### src/rtl/fpmm_pkg.sv
package fpmm_pkg;
    localparam int EXP_W = 8;
    localparam int MAN_W = 23;
    localparam int OP_W  = 3;

    typedef enum logic [OP_W-1:0] {
        OP_MIN    = 3'b000,
        OP_MAX    = 3'b001,
        OP_MIN19  = 3'b010,
        OP_MAX19  = 3'b011,
        OP_LT     = 3'b100,
        OP_LE     = 3'b101,
        OP_LT_Q   = 3'b110,
        OP_LE_Q   = 3'b111
    } fpmm_op_e;

    typedef struct packed {
        logic sign;
        logic is_zero;
        logic is_nan;
        logic is_snan;
    } fp_class_t;

    function automatic logic op_is_cmp(input logic [OP_W-1:0] op);
        return op[2];
    endfunction

    function automatic logic op_modifier(input logic [OP_W-1:0] op);
        return op[1];
    endfunction

    function automatic logic op_upper(input logic [OP_W-1:0] op);
        return op[0];
    endfunction
endpackage

### src/rtl/fpmm_classify.sv
module fpmm_classify
    import fpmm_pkg::*;
#(
    parameter int EW = EXP_W,
    parameter int MW = MAN_W,
    localparam int W = EW + MW + 1
) (
    input  logic [W-1:0] value,
    output fp_class_t    cls
);
    logic [EW-1:0] exp_f;
    logic [MW-1:0] man_f;

    always_comb begin
        exp_f       = value[W-2 -: EW];
        man_f       = value[MW-1:0];
        cls.sign    = value[W-1];
        cls.is_zero = (exp_f == '0) && (man_f == '0);
        cls.is_nan  = (exp_f == '1) && (man_f != '0);
        cls.is_snan = cls.is_nan && !man_f[MW-1];
    end
endmodule

### src/rtl/fpmm_order.sv
module fpmm_order #(
    parameter int W = 32
) (
    input  logic [W-1:0] a,
    input  logic [W-1:0] b,
    input  logic         a_zero,
    input  logic         b_zero,
    output logic         lt_total,
    output logic         lt_num,
    output logic         eq_num
);
    logic [W-2:0] mag_a, mag_b;
    logic         mag_lt, mag_gt, both_zero;

    always_comb begin
        mag_a     = a[W-2:0];
        mag_b     = b[W-2:0];
        mag_lt    = mag_a < mag_b;
        mag_gt    = mag_b < mag_a;
        both_zero = a_zero && b_zero;
        if (a[W-1] != b[W-1])
            lt_total = a[W-1];
        else if (!a[W-1])
            lt_total = mag_lt;
        else
            lt_total = mag_gt;
        lt_num = both_zero ? 1'b0 : lt_total;
        eq_num = both_zero || (a == b);
    end
endmodule

### src/rtl/fpmm_decide.sv
module fpmm_decide
    import fpmm_pkg::*;
#(
    parameter int EW = EXP_W,
    parameter int MW = MAN_W,
    localparam int W = EW + MW + 1
) (
    input  logic [OP_W-1:0] op,
    input  logic [W-1:0]    a,
    input  logic [W-1:0]    b,
    input  logic            a_nan,
    input  logic            b_nan,
    input  logic            a_snan,
    input  logic            b_snan,
    input  logic            lt_total,
    input  logic            lt_num,
    input  logic            eq_num,
    output logic [W-1:0]    result,
    output logic            invalid
);
    localparam logic [W-1:0] CANON = {1'b0, {EW{1'b1}}, 1'b1, {(MW-1){1'b0}}};

    logic any_nan, any_snan, cmp_bit, pick_a;

    always_comb begin
        any_nan  = a_nan || b_nan;
        any_snan = a_snan || b_snan;
        cmp_bit  = op_upper(op) ? (lt_num || eq_num) : lt_num;
        pick_a   = op_upper(op) ? !lt_total : lt_total;
        if (op_is_cmp(op)) begin
            result  = {{(W-1){1'b0}}, (!any_nan && cmp_bit)};
            invalid = any_snan || (!op_modifier(op) && any_nan);
        end else begin
            invalid = any_snan;
            if ((op_modifier(op) && any_nan) || (a_nan && b_nan))
                result = CANON;
            else if (a_nan)
                result = b;
            else if (b_nan)
                result = a;
            else
                result = pick_a ? a : b;
        end
    end
endmodule

### src/rtl/fpmm_unit.sv
module fpmm_unit
    import fpmm_pkg::*;
#(
    parameter int EW = EXP_W,
    parameter int MW = MAN_W,
    localparam int W = EW + MW + 1
) (
    input  logic            clk,
    input  logic            rst,
    input  logic            in_valid,
    input  logic [OP_W-1:0] in_op,
    input  logic [W-1:0]    in_a,
    input  logic [W-1:0]    in_b,
    output logic            out_valid,
    output logic [W-1:0]    out_result,
    output logic            out_invalid
);
    localparam logic [W-1:0] CANON = {1'b0, {EW{1'b1}}, 1'b1, {(MW-1){1'b0}}};

    fp_class_t     cls_a, cls_b;
    logic          lt_total, lt_num, eq_num;
    logic [W-1:0]  nxt_result;
    logic          nxt_invalid;

    fpmm_classify #(.EW(EW), .MW(MW)) u_cls_a (.value(in_a), .cls(cls_a));
    fpmm_classify #(.EW(EW), .MW(MW)) u_cls_b (.value(in_b), .cls(cls_b));

    fpmm_order #(.W(W)) u_order (
        .a(in_a), .b(in_b),
        .a_zero(cls_a.is_zero), .b_zero(cls_b.is_zero),
        .lt_total(lt_total), .lt_num(lt_num), .eq_num(eq_num)
    );

    fpmm_decide #(.EW(EW), .MW(MW)) u_decide (
        .op(in_op), .a(in_a), .b(in_b),
        .a_nan(cls_a.is_nan), .b_nan(cls_b.is_nan),
        .a_snan(cls_a.is_snan), .b_snan(cls_b.is_snan),
        .lt_total(lt_total), .lt_num(lt_num), .eq_num(eq_num),
        .result(nxt_result), .invalid(nxt_invalid)
    );

    logic sign_unused;
    assign sign_unused = cls_a.sign ^ cls_b.sign;

    always_ff @(posedge clk) begin
        if (rst) begin
            out_valid   <= 1'b0;
            out_result  <= '0;
            out_invalid <= 1'b0;
        end else begin
            out_valid <= in_valid;
            if (in_valid) begin
                out_result  <= nxt_result;
                out_invalid <= nxt_invalid;
            end
        end
    end


    vld_follow_chk: assert property (@(posedge clk) disable iff (rst)
        in_valid |=> out_valid);

    vld_idle_chk: assert property (@(posedge clk) disable iff (rst)
        !in_valid |=> !out_valid);

    hold_chk: assert property (@(posedge clk) disable iff (rst)
        !in_valid |=> ($stable(out_result) && $stable(out_invalid)));

    cmp_zero_ext_chk: assert property (@(posedge clk) disable iff (rst)
        (in_valid && in_op[2]) |=> (out_result[W-1:1] == '0));

    ieee_nan_chk: assert property (@(posedge clk) disable iff (rst)
        (in_valid && !in_op[2] && in_op[1] && (cls_a.is_nan || cls_b.is_nan))
        |=> (out_result == CANON));

    sig_nan_inv_chk: assert property (@(posedge clk) disable iff (rst)
        (in_valid && in_op[2] && !in_op[1] && (cls_a.is_nan || cls_b.is_nan))
        |=> (out_invalid && out_result == '0));

    quiet_no_inv_chk: assert property (@(posedge clk) disable iff (rst)
        (in_valid && in_op[2] && in_op[1] && !cls_a.is_snan && !cls_b.is_snan)
        |=> !out_invalid);

    snan_inv_chk: assert property (@(posedge clk) disable iff (rst)
        (in_valid && (cls_a.is_snan || cls_b.is_snan)) |=> out_invalid);

    legacy_pass_chk: assert property (@(posedge clk) disable iff (rst)
        (in_valid && in_op[2:1] == 2'b00 && cls_a.is_nan && !cls_b.is_nan)
        |=> (out_result == $past(in_b)));
endmodule

### config.mk
export PLATFORM = sky130hd
export DESIGN_NAME = fpmm_unit
export DESIGN_NICKNAME = d
export VERILOG_FILES = /design/src/rtl/fpmm_pkg.sv /design/src/rtl/fpmm_classify.sv /design/src/rtl/fpmm_order.sv /design/src/rtl/fpmm_decide.sv /design/src/rtl/fpmm_unit.sv
export SDC_FILE = /design/constraint.sdc
export NUM_CORES = 1
export LEC_CHECK = 0
export BUFFER_PORTS_ARGS = -buffer_cell sky130_fd_sc_hd__buf_2
export CORE_UTILIZATION = 51
export CTS_CLUSTER_SIZE = 16
export DETAILED_ROUTE_END_ITERATION = 10
export GPL_ROUTABILITY_DRIVEN = 0
export GPL_TIMING_DRIVEN = 0
export HOLD_SLACK_MARGIN = 0.06
export PLACE_DENSITY = 0.82
export SYNTH_ARGS = -nofsm -noshare
export SYNTH_HDL_FRONTEND = slang
export SYNTH_HIERARCHICAL = 1
export SYNTH_SLANG_ARGS = --single-unit
### constraint.sdc
create_clock -name clk -period 3.2 [get_ports clk]
set_clock_uncertainty 0.1 [all_clocks]
set_input_delay 0.32 -clock clk [delete_from_list [all_inputs] [get_ports clk]]
set_output_delay 0.32 -clock clk [all_outputs]
set_load 0.05 [all_outputs]
=== Yosys cells after proc, flatten, opt, wreduce, memory -nomap -nowiden ===
Index checks and enable logic that the tools add are counted.

* Output and inout port bits: 34
* Bits in registers: 34

* Multiplexer cells: 11
* Reductions and logical operators: 28
* $lt $le $gt $ge: 2
* Eq/ne operators: 4

{| class="wikitable"
|+ Operators with widths
! cell !! count
|-
| $mux 32 || 5
|-
| $lt 31x31->1 || 2
|-
| $logic_not 23->1 || 2
|-
| $reduce_bool 23->1 || 2
|-
| $eq 32x32->1 || 1
|-
| $eq 8x8->1 const B || 2
|-
| $logic_not 8->1 || 2
|-
| $logic_and 1x1->1 || 11
|-
| $logic_or 1x1->1 || 6
|-
| $mux 1 || 6
|-
| $logic_not 1->1 || 5
|-
| $ne 1x1->1 || 1
|}

=== Depth between registers and ports, before layout ===
* Depth after elaboration: 10
* Gate-level depth with buffers: 15
* Depth with buffers taken out: 14

=== By module ===
The synthesis kept the hierarchy.

{| class="wikitable"
|+ Modules (own cells, without submodules)
! module !! times used !! area each (um2) !! cells an instance
|-
| fpmm_unit || 1 || 1229.9 || 109
|-
| fpmm_order || 1 || 844.6 || 118
|-
| fpmm_decide || 1 || 563.0 || 116
|-
| fpmm_classify || 2 || 115.1 || 16
|}

=== Worst setup path before layout ===
No wires, ideal clock.

* Kind: input to register
* Start: in in_a[29]
* End: reg out_result[23]
* Setup time: 0.065 ns
* Slack: 0.457 ns
* Stages: 15
* Arrival: 2.577 ns
* Path through: inv_1 -> ha_1 -> a21oi_2 -> nand2_1 -> a221oi_2 -> o211ai_1 -> a221oi_2 -> nor2_1 -> xor2_1 -> o21bai_2 -> buf_2 -> nand2_1 -> a31oi_1 -> mux2i_1 -> nor2_1

* Cells in the longest elaborated chain, start to end: 10
* Elaborated cells between the ends (all ways): 17
* Classes of those cells: 2 x order compare; 1 x eq/ne; 8 x mux; 6 x reduce/logical

{| class="wikitable"
|+ RTL lines
! what !! RTL line !! text
|-
| start: declaration || fpmm_unit.sv:12 || <nowiki>input logic [W-1:0] in_a,</nowiki>
|-
| $lt 31x31->1 (on tied branches) || fpmm_order.sv:18, fpmm_order.sv:19 ||
|-
| $mux 1 (*) || fpmm_order.sv:23 || <nowiki>else if (!a[W-1])</nowiki>
|-
| $mux 1 (*) || fpmm_order.sv:21 || <nowiki>if (a[W-1] != b[W-1])</nowiki>
|-
| net lt_total || fpmm_unit.sv:21 || <nowiki>logic lt_total, lt_num, eq_num;</nowiki>
|-
| $logic_not 1->1 || fpmm_decide.sv:29 || <nowiki>pick_a = op_upper(op) ? !lt_total : lt_total;</nowiki>
|-
| $mux 1 (*) || fpmm_decide.sv:29 ||
|-
| $mux 32 (*) || fpmm_decide.sv:42 || <nowiki>result = pick_a ? a : b;</nowiki>
|-
| $mux 32 (*) || fpmm_decide.sv:39 || <nowiki>else if (b_nan)</nowiki>
|-
| $mux 32 (*) || fpmm_decide.sv:37 || <nowiki>else if (a_nan)</nowiki>
|-
| $mux 32 (*) || fpmm_decide.sv:35 || <nowiki>if ((op_modifier(op) && any_nan) || (a_nan && b_nan))</nowiki>
|-
| $mux 32 (*) || fpmm_decide.sv:30 || <nowiki>if (op_is_cmp(op)) begin</nowiki>
|-
| net nxt_result[23] || fpmm_unit.sv:22 || <nowiki>logic [W-1:0] nxt_result;</nowiki>
|-
| end signal: assignment || fpmm_unit.sv:53 || <nowiki>out_result <= nxt_result;</nowiki>
|-
| end: declaration || fpmm_unit.sv:15 || <nowiki>output logic [W-1:0] out_result,</nowiki>
|}

Mark *: on every way through the listed nets, which the timed path passes. The rest lies on a longest branch.
A chain may end at the register's enable or synchronous reset.

=== Worst setup path after layout ===
* Start: in in_a[29]
* End: reg out_result[31]

The elaborated chain is that of the path after synthesis.

==> flow_metrics.tcl <==
set metrics [dict create \
    status "completed" \
    drc_errors 0 \
    tightest_slew_ps 538 \
    grt_overflow 0 \
    holdWs_ps 180 \
    end_kind "flop" \
    netlist_instances 373 \
    syn_area_per_cell_um2 7.65 \
    final_util 0.678 \
    combPwrFrac 0.392 \
    antenna_found_initial 0 \
    die_h_um 76.8 \
    clock.fmax_mhz 334 \
    dieArea_mm2 0.00590 \
    grt_pass1_wl_mm 13.1 \
    switchingPower_mw 0.504 \
    max_slew_margin 0.639 \
    cts_setup_buffers 0 \
    io_pins 104 \
    hold_viol 0 \
    cts.sinks 34 \
    routed_via_density 5.52 \
    final.setup.worst_slack_ps 204 \
    core_mm2 0.00524 \
    setup_viol 0 \
    synth_fp_nets 474 \
    power_switching_share 0.384 \
    multi_input_area_mm2 0.00191 \
    finalCriticalPeriod_ps 3000 \
    ant_nets 0 \
    post-dp-hpwl_mm 6.37 \
    cts.clk_slew.worst_paths_ps 70 \
    drv_slew 0 \
    final_nets 582 \
    grt_usage 0.272 \
    std_cell_rows 26 \
    placed_cell_area_mm2 0.00345 \
    startpoint_type "input port" \
    rsz0062_at_grt "false" \
    holdCritPathClass "in -> reg" \
    num_antenna_cells 0 \
    seqPwrFrac 0.350 \
    fill_cells 464 \
    powerDensity_mw_per_mm2 369 \
    drive_gt1_frac 0.284 \
    finalInstanceArea_mm2 0.00355 \
    detail_route.first_pass.iterations 4 \
    io_buffers 101 \
    max_cap_violations 0 \
    cts_buffer_depth 2 \
    cp.arrival_ps 3120 \
    p_int_mw 0.808 \
    instances_no_fill 552 \
    htree_levels 2 \
    num_vias 3049 \
    area_growth_pct 24.6 \
    drtIter0Drc 121 \
    syn-cell-area_mm2 0.00285 \
    ctsRootBufferMaster "clkbuf_8" \
    fin_crit_sh 0.936 \
    numCtsBuffers 5 \
    cp.required_ps 3330 \
    fp.dieW_um 76.8 \
    peakVddDrop_mv 0.246 \
    wirelength_mm 7.83 \
    clk_latency_ps 290 \
    critical_path_class "in -> reg" \
    leakage_nw 1.86 \
    seq_area_um2 681 \
    dpl.cell_count 544 \
    wire_per_inst_um 14.2 \
    grt_pass1_vias 3012 \
    grt_max_degree 12 \
    crit_fanout 10 \
    ys_warn_count 6 \
    cts_tree "built" \
    start_util 0.545 \
    clock_power_share 0.258 \
    place_ws_ps -88.2 \
]
metrics by stage:
stage,setup TNS [ps],total power [mW]
2_1_floorplan,0,0.820
3_3_place_gp,0,0.959
3_5_place_dp,-417,0.974
4_1_cts,0,1.32
5_1_grt,0,1.39
6_report,0,1.31
cell usage in the layout (no fill, tap or decap), types with 5 or more instances in the layout:
| cell | n |
|---|---|
| buf_2 | 108 |
| nand2_1 | 71 |
| nor2_1 | 38 |
| mux2i_1 | 34 |
| dfxtp_1 | 34 |
| a21oi_1 | 34 |
| inv_1 | 31 |
| ha_1 | 31 |
| nand4_1 | 11 |
| nor4_1 | 10 |
| a31oi_1 | 9 |
| clkbuf_8 | 6 |
| and4_1 | 5 |
area by class of cell:
type / instances / share of cell area
Multi-Input combinational cell: 290 / 0.538
Sequential cell: 34 / 0.192
Timing Repair Buffer: 101 / 0.142
Buffer: 18 / 0.0437
Inverter: 31 / 0.0327
Tap cell: 70 / 0.0246
Clock buffer: 6 / 0.0232
Clock inverter: 2 / 0.00352
what timing repair did:
item	CTS	global route
resized for setup	0	2
setup endpoints to repair	0	11
hold buffers	0	0
state kept, by name, summed over array words and instances, names as in the netlist:
| name | flops |
|---|---|
| out_invalid | 1 |
| out_result | 32 |
| out_valid | 1 |
metal layers:
layer / part of all wire / GRT usage / routed length (um) / vias up
li1: - / - / - / 1523
met1: 0.45 / 0.329 / 3540 / 1402
met2: 0.48 / 0.476 / 3740 / 112
met3: 0.058 / 0.0500 / 452 / 12
met4: 0.013 / 0.0962 / 101 / 0
met5: 0 / 0 / 0 / -
critical path: stages:
cell	delay, ps
buf_2	130
inv_1	50
ha_1	320
nand4_1	170
nor2_1	90
a221oi_2	230
o211ai_1	160
a221oi_2	360
nor2_1	90
xor2_1	190
o21bai_2	250
buf_2	270
nand2_1	90
a21oi_1	210
mux2i_1	110
nor2_1	90
path summary, 6_finish.rpt:
path / slack, ps / cells past startpoint / endpoint / start
max: 200 / 16 / out_result[31] / in_a[29]
min: 180 / 2 / out_valid / rst
max reg2reg: 2470 / 2 / out_result[15] / out_result[15]
min reg2reg: 390 / 2 / out_result[16] / out_result[16]
power by group through the flow:
stage	combinational [mW]	clock [mW]	sequential (mW)
after detailed placement	0.505	0	0.469
final	0.514	0.339	0.459
after CTS	0.507	0.351	0.459
after global routing	0.562	0.366	0.462
after floorplan	0.266	0	0.554
after global placement	0.491	0	0.468
No activity file was read; power rests on OpenSTA's default activity.
